**src/rtl/stage_wdog_pkg.sv**
```systemverilog
package stage_wdog_pkg;

    localparam int unsigned REG_W      = 64;
    localparam int unsigned SLOT_BYTES = 8;
    localparam int unsigned PEND_OFS   = 'h200;
    localparam int unsigned ENCLR_OFS  = 'h210;
    localparam int unsigned ENSET_OFS  = 'h218;
    localparam int unsigned POKE_BASE  = 'h10000;
    localparam int unsigned LEN_LSB    = 4;

    typedef enum logic [2:0] {
        ST_IDLE,
        ST_FIRST,
        ST_SECOND,
        ST_THIRD,
        ST_TRIPPED
    } stage_e;

    typedef enum logic [1:0] {
        MODE_OFF      = 2'd0,
        MODE_IRQ      = 2'd1,
        MODE_IRQ_MGMT = 2'd2,
        MODE_FULL     = 2'd3
    } mode_e;

endpackage

```
**src/rtl/stage_wdog_prescale.sv**
```systemverilog
module stage_wdog_prescale #(
    parameter int unsigned PRESCALE_LOG2 = 10
) (
    input  logic clk,
    input  logic rst_n,
    input  logic run,
    input  logic restart,
    output logic tick
);

    generate
        if (PRESCALE_LOG2 == 0) begin : g_direct
            assign tick = run && !restart;
        end else begin : g_div
            logic [PRESCALE_LOG2-1:0] div_q;

            always_ff @(posedge clk or negedge rst_n) begin
                if (!rst_n) begin
                    div_q <= '0;
                end else if (restart || !run) begin
                    div_q <= '0;
                end else begin
                    div_q <= div_q + 1'b1;
                end
            end

            assign tick = run && !restart && (&div_q);
        end
    endgenerate

endmodule

```
**src/rtl/stage_wdog_count.sv**
```systemverilog
module stage_wdog_count #(
    parameter int unsigned LEN_W  = 16,
    parameter int unsigned FILL_W = 8,
    localparam int unsigned CNT_W = LEN_W + FILL_W
) (
    input  logic             clk,
    input  logic             rst_n,
    input  logic             load,
    input  logic [CNT_W-1:0] load_val,
    input  logic             restart,
    input  logic [LEN_W-1:0] len,
    input  logic             tick,
    output logic             expire,
    output logic [CNT_W-1:0] cnt
);

    logic [CNT_W-1:0] cnt_q;
    logic [CNT_W-1:0] reload;

    assign reload = CNT_W'(len) << FILL_W;
    assign expire = tick && (cnt_q == '0);
    assign cnt    = cnt_q;

    always_ff @(posedge clk or negedge rst_n) begin
        if (!rst_n) begin
            cnt_q <= '0;
        end else if (load) begin
            cnt_q <= load_val;
        end else if (restart || expire) begin
            cnt_q <= reload;
        end else if (tick) begin
            cnt_q <= cnt_q - 1'b1;
        end
    end

endmodule

```
**src/rtl/stage_wdog_regs.sv**
```systemverilog
module stage_wdog_regs
    import stage_wdog_pkg::*;
#(
    parameter int unsigned ADDR_W    = 17,
    parameter int unsigned TIMER_IDX = 63
) (
    input  logic              clk,
    input  logic              rst_n,
    input  logic              req_valid,
    input  logic              req_write,
    input  logic [ADDR_W-1:0] req_addr,
    input  logic [REG_W-1:0]  req_wdata,
    input  logic [REG_W-1:0]  ctrl_word,
    input  logic              pend_set,
    output logic              ctrl_wr,
    output logic              poke,
    output logic              pend,
    output logic              en,
    output logic              rsp_valid,
    output logic [REG_W-1:0]  rsp_rdata
);

    localparam logic [ADDR_W-1:0] A_CTRL  = ADDR_W'(TIMER_IDX * SLOT_BYTES);
    localparam logic [ADDR_W-1:0] A_PEND  = ADDR_W'(PEND_OFS);
    localparam logic [ADDR_W-1:0] A_ENCLR = ADDR_W'(ENCLR_OFS);
    localparam logic [ADDR_W-1:0] A_ENSET = ADDR_W'(ENSET_OFS);
    localparam logic [ADDR_W-1:0] A_POKE  = ADDR_W'(POKE_BASE + TIMER_IDX * SLOT_BYTES);

    logic             wr, rd, my_bit;
    logic             pend_q, en_q;
    logic             rsp_valid_q;
    logic [REG_W-1:0] rsp_q, rd_d;

    assign wr      = req_valid && req_write;
    assign rd      = req_valid && !req_write;
    assign my_bit  = req_wdata[TIMER_IDX];
    assign ctrl_wr = wr && (req_addr == A_CTRL);
    assign poke    = wr && (req_addr == A_POKE) && req_wdata[0];

    always_ff @(posedge clk or negedge rst_n) begin
        if (!rst_n) begin
            pend_q <= 1'b0;
        end else if (pend_set) begin
            pend_q <= 1'b1;
        end else if (wr && (req_addr == A_PEND) && my_bit) begin
            pend_q <= 1'b0;
        end
    end

    always_ff @(posedge clk or negedge rst_n) begin
        if (!rst_n) begin
            en_q <= 1'b0;
        end else if (wr && (req_addr == A_ENSET) && my_bit) begin
            en_q <= 1'b1;
        end else if (wr && (req_addr == A_ENCLR) && my_bit) begin
            en_q <= 1'b0;
        end
    end

    always_comb begin
        rd_d = '0;
        if (req_addr == A_CTRL) begin
            rd_d = ctrl_word;
        end else if (req_addr == A_PEND) begin
            rd_d[TIMER_IDX] = pend_q;
        end else if ((req_addr == A_ENCLR) || (req_addr == A_ENSET)) begin
            rd_d[TIMER_IDX] = en_q;
        end
    end

    always_ff @(posedge clk or negedge rst_n) begin
        if (!rst_n) begin
            rsp_valid_q <= 1'b0;
            rsp_q       <= '0;
        end else begin
            rsp_valid_q <= rd;
            if (rd) begin
                rsp_q <= rd_d;
            end
        end
    end

    assign pend      = pend_q;
    assign en        = en_q;
    assign rsp_valid = rsp_valid_q;
    assign rsp_rdata = rsp_q;

endmodule

```
**src/rtl/stage_wdog.sv**
```systemverilog
module stage_wdog
    import stage_wdog_pkg::*;
#(
    parameter int unsigned PRESCALE_LOG2 = 10,
    parameter int unsigned LEN_W         = 16,
    parameter int unsigned FILL_W        = 8,
    parameter int unsigned TIMER_IDX     = 63,
    parameter int unsigned ADDR_W        = 17
) (
    input  logic              clk,
    input  logic              rst_n,
    input  logic              req_valid,
    input  logic              req_write,
    input  logic [ADDR_W-1:0] req_addr,
    input  logic [63:0]       req_wdata,
    output logic              rsp_valid,
    output logic [63:0]       rsp_rdata,
    output logic              irq_core,
    output logic              irq_mgmt,
    output logic              wdog_rst
);

    localparam int unsigned CNT_W   = LEN_W + FILL_W;
    localparam int unsigned CNT_LSB = LEN_LSB + LEN_W;

    stage_e           state_q, state_d, start_state;
    mode_e            mode_q;
    logic             mgmt_en_q;
    logic [LEN_W-1:0] len_q;
    logic [CNT_W-1:0] cnt_q;
    logic [REG_W-1:0] ctrl_word;
    logic             ctrl_wr, poke, ctrl_wr_eff, poke_eff, restart;
    logic             run, tick, expire;
    logic             pend, en, pend_set, mgmt_q;
    logic             unused_wdata;

    assign unused_wdata = ^req_wdata;

    assign ctrl_wr_eff = ctrl_wr && (state_q != ST_TRIPPED);
    assign poke_eff    = poke && (state_q != ST_TRIPPED);
    assign restart     = ctrl_wr_eff || poke_eff;
    assign run         = (state_q == ST_FIRST) || (state_q == ST_SECOND) ||
                         (state_q == ST_THIRD);
    assign start_state = (req_wdata[1:0] == MODE_OFF) ? ST_IDLE : ST_FIRST;

    always_ff @(posedge clk or negedge rst_n) begin
        if (!rst_n) begin
            mode_q    <= MODE_OFF;
            mgmt_en_q <= 1'b0;
            len_q     <= '0;
        end else if (ctrl_wr_eff) begin
            mode_q    <= mode_e'(req_wdata[1:0]);
            mgmt_en_q <= req_wdata[2];
            len_q     <= req_wdata[LEN_LSB +: LEN_W];
        end
    end

    always_comb begin
        ctrl_word                       = '0;
        ctrl_word[1:0]                  = mode_q;
        ctrl_word[2]                    = mgmt_en_q;
        ctrl_word[LEN_LSB +: LEN_W]     = len_q;
        ctrl_word[CNT_LSB +: CNT_W]     = cnt_q;
    end

    stage_wdog_prescale #(
        .PRESCALE_LOG2(PRESCALE_LOG2)
    ) u_prescale (
        .clk    (clk),
        .rst_n  (rst_n),
        .run    (run),
        .restart(restart),
        .tick   (tick)
    );

    stage_wdog_count #(
        .LEN_W (LEN_W),
        .FILL_W(FILL_W)
    ) u_count (
        .clk     (clk),
        .rst_n   (rst_n),
        .load    (ctrl_wr_eff),
        .load_val(req_wdata[CNT_LSB +: CNT_W]),
        .restart (poke_eff),
        .len     (len_q),
        .tick    (tick),
        .expire  (expire),
        .cnt     (cnt_q)
    );

    stage_wdog_regs #(
        .ADDR_W   (ADDR_W),
        .TIMER_IDX(TIMER_IDX)
    ) u_regs (
        .clk      (clk),
        .rst_n    (rst_n),
        .req_valid(req_valid),
        .req_write(req_write),
        .req_addr (req_addr),
        .req_wdata(req_wdata),
        .ctrl_word(ctrl_word),
        .pend_set (pend_set),
        .ctrl_wr  (ctrl_wr),
        .poke     (poke),
        .pend     (pend),
        .en       (en),
        .rsp_valid(rsp_valid),
        .rsp_rdata(rsp_rdata)
    );

    // State register
    always_ff @(posedge clk or negedge rst_n) begin
        if (!rst_n) begin
            state_q <= ST_IDLE;
        end else begin
            state_q <= state_d;
        end
    end

    // Next-state logic
    always_comb begin
        state_d = state_q;
        unique case (state_q)
            ST_IDLE: begin
                if (ctrl_wr_eff) state_d = start_state;
            end
            ST_FIRST: begin
                if (ctrl_wr_eff)                         state_d = start_state;
                else if (poke_eff)                       state_d = ST_FIRST;
                else if (expire && mode_q != MODE_IRQ)   state_d = ST_SECOND;
            end
            ST_SECOND: begin
                if (ctrl_wr_eff)                         state_d = start_state;
                else if (poke_eff)                       state_d = ST_FIRST;
                else if (expire && mode_q == MODE_FULL)  state_d = ST_THIRD;
            end
            ST_THIRD: begin
                if (ctrl_wr_eff)                         state_d = start_state;
                else if (poke_eff)                       state_d = ST_FIRST;
                else if (expire)                         state_d = ST_TRIPPED;
            end
            ST_TRIPPED: state_d = ST_TRIPPED;
            default:    state_d = ST_IDLE;
        endcase
    end

    // Outputs
    assign pend_set = expire && (state_q == ST_FIRST);

    always_ff @(posedge clk or negedge rst_n) begin
        if (!rst_n) begin
            mgmt_q <= 1'b0;
        end else begin
            mgmt_q <= expire && (state_q == ST_SECOND) && mgmt_en_q;
        end
    end

    assign irq_core = pend && en;
    assign irq_mgmt = mgmt_q;
    assign wdog_rst = (state_q == ST_TRIPPED);

endmodule

```
**config.mk**
```make
export PLATFORM = sky130hd
export DESIGN_NAME = stage_wdog
export DESIGN_NICKNAME = d
export VERILOG_FILES = /design/src/rtl/stage_wdog_pkg.sv /design/src/rtl/stage_wdog_prescale.sv /design/src/rtl/stage_wdog_count.sv /design/src/rtl/stage_wdog_regs.sv /design/src/rtl/stage_wdog.sv
export SDC_FILE = /design/constraint.sdc
export NUM_CORES = 1
export LEC_CHECK = 0
export CORE_ASPECT_RATIO = 2
export CORE_UTILIZATION = 51
export DETAILED_ROUTE_END_ITERATION = 8
export PLACE_DENSITY = 0.85
export SYNTH_ARGS = -nofsm -noshare
export SYNTH_HDL_FRONTEND = slang
export SYNTH_SLANG_ARGS = --single-unit
```
**constraint.sdc**
```tcl
create_clock -name clk -period 5.4 [get_ports clk]
set_clock_uncertainty 0.15 [all_clocks]
set_input_delay 1.62 -clock clk [delete_from_list [all_inputs] [get_ports clk]]
set_output_delay 1.62 -clock clk [all_outputs]
set_load 0.03 [all_outputs]
```
==> results of run 1 <==
==> power groups by stage <==
stage               Combinational (uW)  Clock, uW  Sequential, uW
floorplan                          150          0             831
global placement                   221          0             847
detailed placement                 230          0             850
CTS                                233        685             836
global route                       254        716             841
finish                             231        677             837
==> area by class of cell <==
class | instances | area [sq um] | share of cell area [%]
Clock buffer | 12 | 266.5 | 3.989
Tap cell | 132 | 165.2 | 2.472
Inverter | 8 | 30.03 | 0.4494
Clock inverter | 4 | 51.30 | 0.7678
Timing Repair Buffer | 124 | 1209 | 18.09
Multi-Input combinational cell | 390 | 2357 | 35.28
Sequential cell | 104 | 2603 | 38.95
==> through the flow <==
stage          worst slack [ns]  util (%)  instance area, sq um  std cells  total power, uW
6_report                  1.365     67.99                  6681        774             1745
3_5_place_dp              1.006     64.76                  6364        758             1080
5_1_grt                   1.242     67.99                  6681        774             1811
4_1_cts                   1.384     67.99                  6681        774             1753
3_3_place_gp              1.035     64.76                  6364        758             1068
2_1_floorplan             1.586         -                  5271        557            981.1
==> registers in the layout, summed over array words and instances, names as in the netlist <==
register                flops
mgmt_en_q                   1
mode_q                      2
state_q                     3
u_regs.rsp_rdata           44
u_regs.en                   1
u_prescale.g_div.div_q     10
u_count.cnt                24
u_regs.rsp_valid            1
len_q                      16
irq_mgmt                    1
u_regs.pend                 1
==> worst min path at each step <==
stage	from	to
final	u_prescale.g_div.div_q[0]$_DFF_PN0_	u_prescale.g_div.div_q[0]$_DFF_PN0_
after global routing	u_regs.rsp_rdata[25]$_DFFE_PN0P_	u_regs.rsp_rdata[25]$_DFFE_PN0P_
after CTS	len_q[11]$_DFFE_PN0P_	len_q[11]$_DFFE_PN0P_
after detailed placement	mgmt_en_q$_DFFE_PN0P_	mgmt_en_q$_DFFE_PN0P_
after global placement	u_prescale.g_div.div_q[0]$_DFF_PN0_	u_prescale.g_div.div_q[0]$_DFF_PN0_
after floorplan	u_prescale.g_div.div_q[0]$_DFF_PN0_	u_prescale.g_div.div_q[0]$_DFF_PN0_
==> cell usage after synthesis, types with 3 or more instances <==
library cell / count
and4_1: 3
o22a_1: 3
clkbuf_1: 25
a21oi_1: 17
nand2_1: 77
o41ai_1: 3
nand3_1: 10
a31oi_1: 9
dfrtp_1: 104
o21ai_0: 26
buf_4: 20
or4_1: 4
nand4_1: 6
o211ai_1: 3
or2_2: 4
xor2_1: 6
xnor2_1: 8
nor4_1: 12
and3_1: 5
buf_2: 8
inv_1: 8
nor2_1: 35
a22o_1: 42
nor3b_1: 3
or3_1: 9
o22ai_1: 6
mux2i_1: 4
nand2b_1: 5
nor3_1: 24
o31ai_1: 4
==> cell families (layout without fill, tap and decap cells) <==
| group | count (synthesis) | count (layout) | share of synthesized area [%] |
|---|---|---|---|
| buffers and inverters | 63 | 148 | 6.328 |
| other | 1 | 20 | 0.07212 |
| flip-flops | 104 | 104 | 50.05 |
| AO/OA/AOI/OAI | 136 | 136 | 19.11 |
| AND/OR/NAND/NOR | 212 | 212 | 20.40 |
| adder cells (fa/ha/maj) | 2 | 2 | 0.4812 |
| XOR/XNOR | 14 | 14 | 2.358 |
| multiplexers | 6 | 6 | 1.203 |
==> layer usage <==
layer	wire, microns	vias up	GRT usage, %
li1	-	2111	-
met1	5293	2305	33.27
met4	745	0	19.23
met3	742	61	4.778
met2	7440	224	47.17
met5	0	-	0
==> metrics.md, run 1 <==
| Metric | Value |
|---|---|
| Die X | `73.40 microns` |
| Prevailing post-synth register cell | `dfrtp_1` |
| First-pass GRT wire length | `22.91 mm` |
| Sink Count | `104` |
| PortBufs | `112` |
| RSZ-0062 raised after global routing | `false` |
| Worst setup path startpoint | `req_addr[1]` |
| Hold Violations, Final | `0` |
| Routed len/inst | `18.37 microns` |
| Asr flop ratio synth | `100.0%` |
| GP Congestion | `0.9156` |
| Distinct cells, synth | `66` |
| CP Launch Type | `input port` |
| Fin crit share | `74.72%` |
| Detail Placement HPWL | `10.13 mm` |
| Fill cells | `801` |
| Part of the power in registers | `48.0%` |
| Slew Limit Headroom | `29.81%` |
| Crit Path Category | `in -> reg` |
| #FFs+latches synth | `104` |
| Postcts setup bufs | `0` |
| Number of synthesized flops with an enable pin | `0` |
| Congestion Overflow GR | `0` |
| Total core area | `0.009827 sq mm` |
| Layout overhead on the synthesized area | `28.49%` |
| Top-area cell type share of the netlist area | `50.05%` |
| Max IR drop VDD | `0.1710 mV` |
| Crit path max-delay family | `simple AND/OR/NAND/NOR gates` |
| YS warnings | `0` |
| Crit end category | `flop` |
| Vias in the first global route | `4762` |
| Share of layout cells above drive strength 1 | `7.632%` |
| Max_cap viols | `0` |
| P per Cell Area | `261.2 mW/mm^2` |
| Most frequent cells in the layout | `clkdlybuf4s50_1, dfrtp_1, nand2_1, a22o_1, nor2_1` |
| Most common cell after layout, fill and taps aside | `clkdlybuf4s50_1` |
| Synth top area cells | `dfrtp_1, a22o_1, nand2_1, buf_4, nor2_1` |
| Hold Path Class | `reg -> reg` |
| Mapped cell area | `0.005200 sq mm` |
| Clk slew on worst S/H paths | `0.06 ns` |
| Die area | `0.01063 sq mm` |
| Sw Share | `25.43%` |
| Crit path depth | `7` |
| Critical R2R Capture | `u_count.cnt[23]$_DFFE_PN0P_` |
| Clk Latency, worst-skew pair | `0.35 ns` |
| Via/cell ratio | `6.074` |
| Max Clock Freq | `0.2478 GHz` |
| Endpoints failing setup | `0` |
| P_int | `1301 uW` |
| Max Buffers Root-to-Sink | `2` |
| Starting Density | `52.92%` |
| GRT Total Usage | `28.49%` |
| CTS buffer count | `9` |
| Register area share after synthesis | `50.05%` |
| Worst slew pin tran | `1.053 ns` |
| Pleak | `0.002937 uW` |
| Logic pwr share | `13.2%` |
| Min Tclk post-route | `4.035 ns` |
| CTS tree | `built` |
| Worst endpoint data arrival time | `4.14 ns` |
| Area leader, netlist | `dfrtp_1` |
| Slowest stage cell, crit path | `nor3_4` |
| Worst hold path cell count | `1` |
| CP bufs+invs | `2` |
| Critical R2R Launch | `u_count.cnt[0]$_DFFE_PN0P_` |
| # IOs | `153` |
| Critical Path RT | `5.51 ns` |
| Worst R2R Setup Slack | `1.65 ns` |
| Row cnt | `51` |
| Cell count after synthesis | `538` |
| H-tree depth | `3` |
| CP max stage delay | `0.61 ns` |
| Crit path to | `u_count.cnt[2]$_DFFE_PN0P_` |
| Final Max Tran Viols | `0` |
| Critical path, cell by cell | `clkdlybuf4s50_1 -> or3_1 -> or3_1 -> nor3_4 -> buf_4 -> a21oi_1 -> o21ai_0` |
| Crit-path max FO | `13` |
| Post-route ant nets | `0` |
| WL final | `14.22 mm` |
| 1st-iter DRT viols | `352` |
| Root cell of the clock tree | `clkbuf_16` |
| Final nets | `724` |
| Drt drc | `0` |
| Post-CTS Resized | `0` |
| Worst path most repeated cell | `or3_1` |
| Clock power share | `38.8%` |
| Status | `finished, final reports clean` |
| Antenna violations before repair | `0` |
| Drt pass-1 iters | `5` |
| NetSw | `443.7 uW` |
| Largest net degree at the start of global routing | `80` |
| Via count | `4701` |
| Ant. Diodes | `0` |
| Syn Area/Cell | `9.665 sq um` |
| Reg2reg path depth | `8` |
| Hold buffer count at CTS | `0` |
| Hold_ws | `0.3536 ns` |
| Final setup TNS | `0 ns` |
| Die Y | `144.8 microns` |
Power figures use the tool's default switching activity.
==> run 2: changes to the inputs <==
--- a/config.mk
+++ b/config.mk
@@ -6,9 +6,9 @@
 export NUM_CORES = 1
 export LEC_CHECK = 0
 export CORE_ASPECT_RATIO = 2
-export CORE_UTILIZATION = 51
+export CORE_UTILIZATION = 43
 export DETAILED_ROUTE_END_ITERATION = 8
-export PLACE_DENSITY = 0.85
+export PLACE_DENSITY = 0.77
 export SYNTH_ARGS = -nofsm -noshare
 export SYNTH_HDL_FRONTEND = slang
 export SYNTH_SLANG_ARGS = --single-unit
==> constraint.sdc (replaced) <==
create_clock -name clk -period 3.4 [get_ports clk]
set_clock_uncertainty 0.15 [all_clocks]
set_input_delay 1.02 -clock clk [delete_from_list [all_inputs] [get_ports clk]]
set_output_delay 1.02 -clock clk [all_outputs]
set_load 0.03 [all_outputs]
==> metrics.md, run 2 (same netlist as run 1, synthesis figures left out) <==
| Metric | Value |
|---|---|
| CTS buffer count | `9 (unchanged)` |
| Placed instance area | `0.006698 sq mm (was 0.006364 sq mm)` |
| Layout overhead on the synthesized area | `34.31% (was 28.49%)` |
| Fin crit share | `98.04%` |
| Critical R2R Capture | `u_count.cnt[22]$_DFFE_PN0P_ (was u_count.cnt[23]$_DFFE_PN0P_)` |
| Routed len/inst | `17.78 microns (was 18.37 microns)` |
| Sw Share | `25.83% (was 25.43%)` |
| RSZ-0062 raised after global routing | `false (unchanged)` |
| Max IR drop VDD | `0.2633 mV (was 0.1710 mV)` |
| Part of the power in registers | `47.8% (was 48.0%)` |
| Endpoints failing setup | `0 (unchanged)` |
| Min Tclk post-route | `3.333 ns` |
| Worst R2R Setup Slack | `0.27 ns (was 1.65 ns)` |
| Via/cell ratio | `5.825 (was 6.074)` |
| Pleak | `0.003108 uW (was 0.002937 uW)` |
| Worst endpoint data arrival time | `2.16 ns (was 4.14 ns)` |
| Worst slew pin tran | `0.6807 ns (was 1.053 ns)` |
| Drt pass-1 iters | `5 (unchanged)` |
| Starting Density | `44.18% (was 52.92%)` |
| 1st-iter DRT viols | `287 (was 352)` |
| Vias in the first global route | `4730 (was 4762)` |
| Die Y | `157.5 microns (was 144.8 microns)` |
| Reg2reg path depth | `9 (was 8)` |
| P per Cell Area | `392.0 mW/mm^2 (was 261.2 mW/mm^2)` |
| Share of layout cells above drive strength 1 | `12.00% (was 7.632%)` |
| Crit end category | `output port (was flop)` |
| Detail Placement HPWL | `10.89 mm (was 10.13 mm)` |
| Drt drc | `0 (unchanged)` |
| Die area | `0.01256 sq mm (was 0.01063 sq mm)` |
| WL final | `14.60 mm (was 14.22 mm)` |
| First-pass GRT wire length | `23.08 mm (was 22.91 mm)` |
| H-tree depth | `3 (unchanged)` |
| NetSw | `707.3 uW (was 443.7 uW)` |
| CTS tree | `built (unchanged)` |
| Final Non-Filler Cells | `821 (was 774)` |
| Row cnt | `56 (was 51)` |
| GP Congestion | `0.9608 (was 0.9156)` |
| Post-route ant nets | `0 (unchanged)` |
| Max Clock Freq | `0.3000 GHz` |
| Number of flip-flops in the largest register | `44 (unchanged)` |
| Clk Latency, worst-skew pair | `0.34 ns (was 0.35 ns)` |
| # IOs | `153 (unchanged)` |
| Most frequent cells in the layout | `clkdlybuf4s50_1, dfrtp_1, nand2_1, a22o_1, buf_4 (was clkdlybuf4s50_1, dfrtp_1, nand2_1, a22o_1, nor2_1)` |
| Sink Count | `104 (unchanged)` |
| Antenna violations before repair | `0 (unchanged)` |
| Total core area | `0.01177 sq mm (was 0.009827 sq mm)` |
| Final Max Tran Viols | `0 (unchanged)` |
| Largest net degree at the start of global routing | `54 (was 80)` |
| Logic pwr share | `16.4% (was 13.2%)` |
| Max Buffers Root-to-Sink | `2 (unchanged)` |
| Max_cap viols | `0 (unchanged)` |
| Final nets | `758 (was 724)` |
| Crit Path Category | `reg -> out (was in -> reg)` |
| P_int | `2031 uW (was 1301 uW)` |
| Clock power share | `35.8% (was 38.8%)` |
| Worst setup path startpoint | `state_q[1]$_DFFE_PN0P_ (was req_addr[1])` |
| GRT Total Usage | `23.99% (was 28.49%)` |
| Via count | `4782 (was 4701)` |
| Congestion Overflow GR | `0 (unchanged)` |
| Status | `finished, final reports clean (unchanged)` |
| Most common cell after layout, fill and taps aside | `clkdlybuf4s50_1 (unchanged)` |
| Final Instance Area | `0.006984 sq mm (was 0.006681 sq mm)` |
| Clk slew on worst S/H paths | `0.07 ns (was 0.06 ns)` |
| Die X | `79.76 microns (was 73.40 microns)` |
| Hold Violations, Final | `0 (unchanged)` |
| Slew Limit Headroom | `54.62% (was 29.81%)` |
| Crit path to | `wdog_rst (was u_count.cnt[2]$_DFFE_PN0P_)` |
| Hold buffer count at CTS | `0 (unchanged)` |
| Dpl cells | `805 (was 758)` |
| Critical Path RT | `2.23 ns (was 5.51 ns)` |
| Hold_ws | `0.3437 ns (was 0.3536 ns)` |
| PortBufs | `112 (unchanged)` |
| Root cell of the clock tree | `clkbuf_16 (unchanged)` |
| Critical R2R Launch | `u_count.cnt[0]$_DFFE_PN0P_ (unchanged)` |
| Post-CTS Resized | `0 (unchanged)` |
| Hold Path Class | `reg -> reg (unchanged)` |
| Crit-path max FO | `8 (was 13)` |
| Postcts setup bufs | `0 (unchanged)` |
| CP Launch Type | `flop (was input port)` |
-- run 2: cell types whose count changed in the layout (fill, tap and decap cells not counted), sizes merged --
cell and delta:
bufinv -1, diode +1, buf +34, clkbuf +1
clkinvlp -1
-- run 2: critical path, stage by stage, from the launching register on --
cell	delay (ns)
dfrtp_1	0.47
or3b_2	0.49
inv_1	0.16
clkdlybuf4s50_1	0.70
-- run 2: power by group through the flow --
stage	combinational [uW]	clock [uW]	sequential [uW]
final	450	980	1310
after detailed placement	441	0	1330
after CTS	448	990	1310
after global placement	427	0	1330
after global routing	484	1040	1310
after floorplan	239	0	1320
-- run 2: final cells by class --
| class | instances | area (sq um) |
|---|---|---|
| diodes | 1 | 2.502 |
| clock buffers | 13 | 270.3 |
| clock inverters | 2 | 13.76 |
| fillers | 1016 | 4787 |
| inverters | 8 | 30.03 |
| multi-input cells | 390 | 2357 |
| flip-flops and latches | 104 | 2603 |
| well taps | 145 | 181.4 |
| repair buffers | 158 | 1526 |
-- run 2: through the flow --
step	worst slack, ns	util (%)	TNS (ns)	total power [uW]
finish	0.06675	59.33	0	2738
detailed placement	-0.1398	56.90	-1.597	1772
floorplan	0.1857	-	0	1558
global route	0.01919	59.31	0	2839
CTS	0.07143	59.31	0	2745
global placement	-0.1455	56.90	-1.416	1752
-- run 2: per-layer routing --
| layer | wire length (microns) | global-route usage [%] | vias up |
|---|---|---|---|
| met3 | 677 | 3.014 | 51 |
| met4 | 713 | 15.05 | 0 |
| met1 | 5358 | 27.46 | 2331 |
| met2 | 7851 | 41.47 | 211 |
| met5 | 0 | 0 | - |
| li1 | - | - | 2189 |
-- run 2: worst min path at each step --
stage / depth (start not counted) / endpoint / from / slack (ns)
after detailed placement: 1 / u_prescale.g_div.div_q[0]$_DFF_PN0_ / u_prescale.g_div.div_q[0]$_DFF_PN0_ / 0.34
after global routing: 1 / u_regs.rsp_rdata[29]$_DFFE_PN0P_ / u_regs.rsp_rdata[29]$_DFFE_PN0P_ / 0.38
after floorplan: 1 / u_prescale.g_div.div_q[0]$_DFF_PN0_ / u_prescale.g_div.div_q[0]$_DFF_PN0_ / 0.30
after CTS: 1 / u_prescale.g_div.div_q[0]$_DFF_PN0_ / u_prescale.g_div.div_q[0]$_DFF_PN0_ / 0.35
final: 2 / len_q[11]$_DFFE_PN0P_ / len_q[11]$_DFFE_PN0P_ / 0.34
after global placement: 1 / u_prescale.g_div.div_q[0]$_DFF_PN0_ / u_prescale.g_div.div_q[0]$_DFF_PN0_ / 0.31
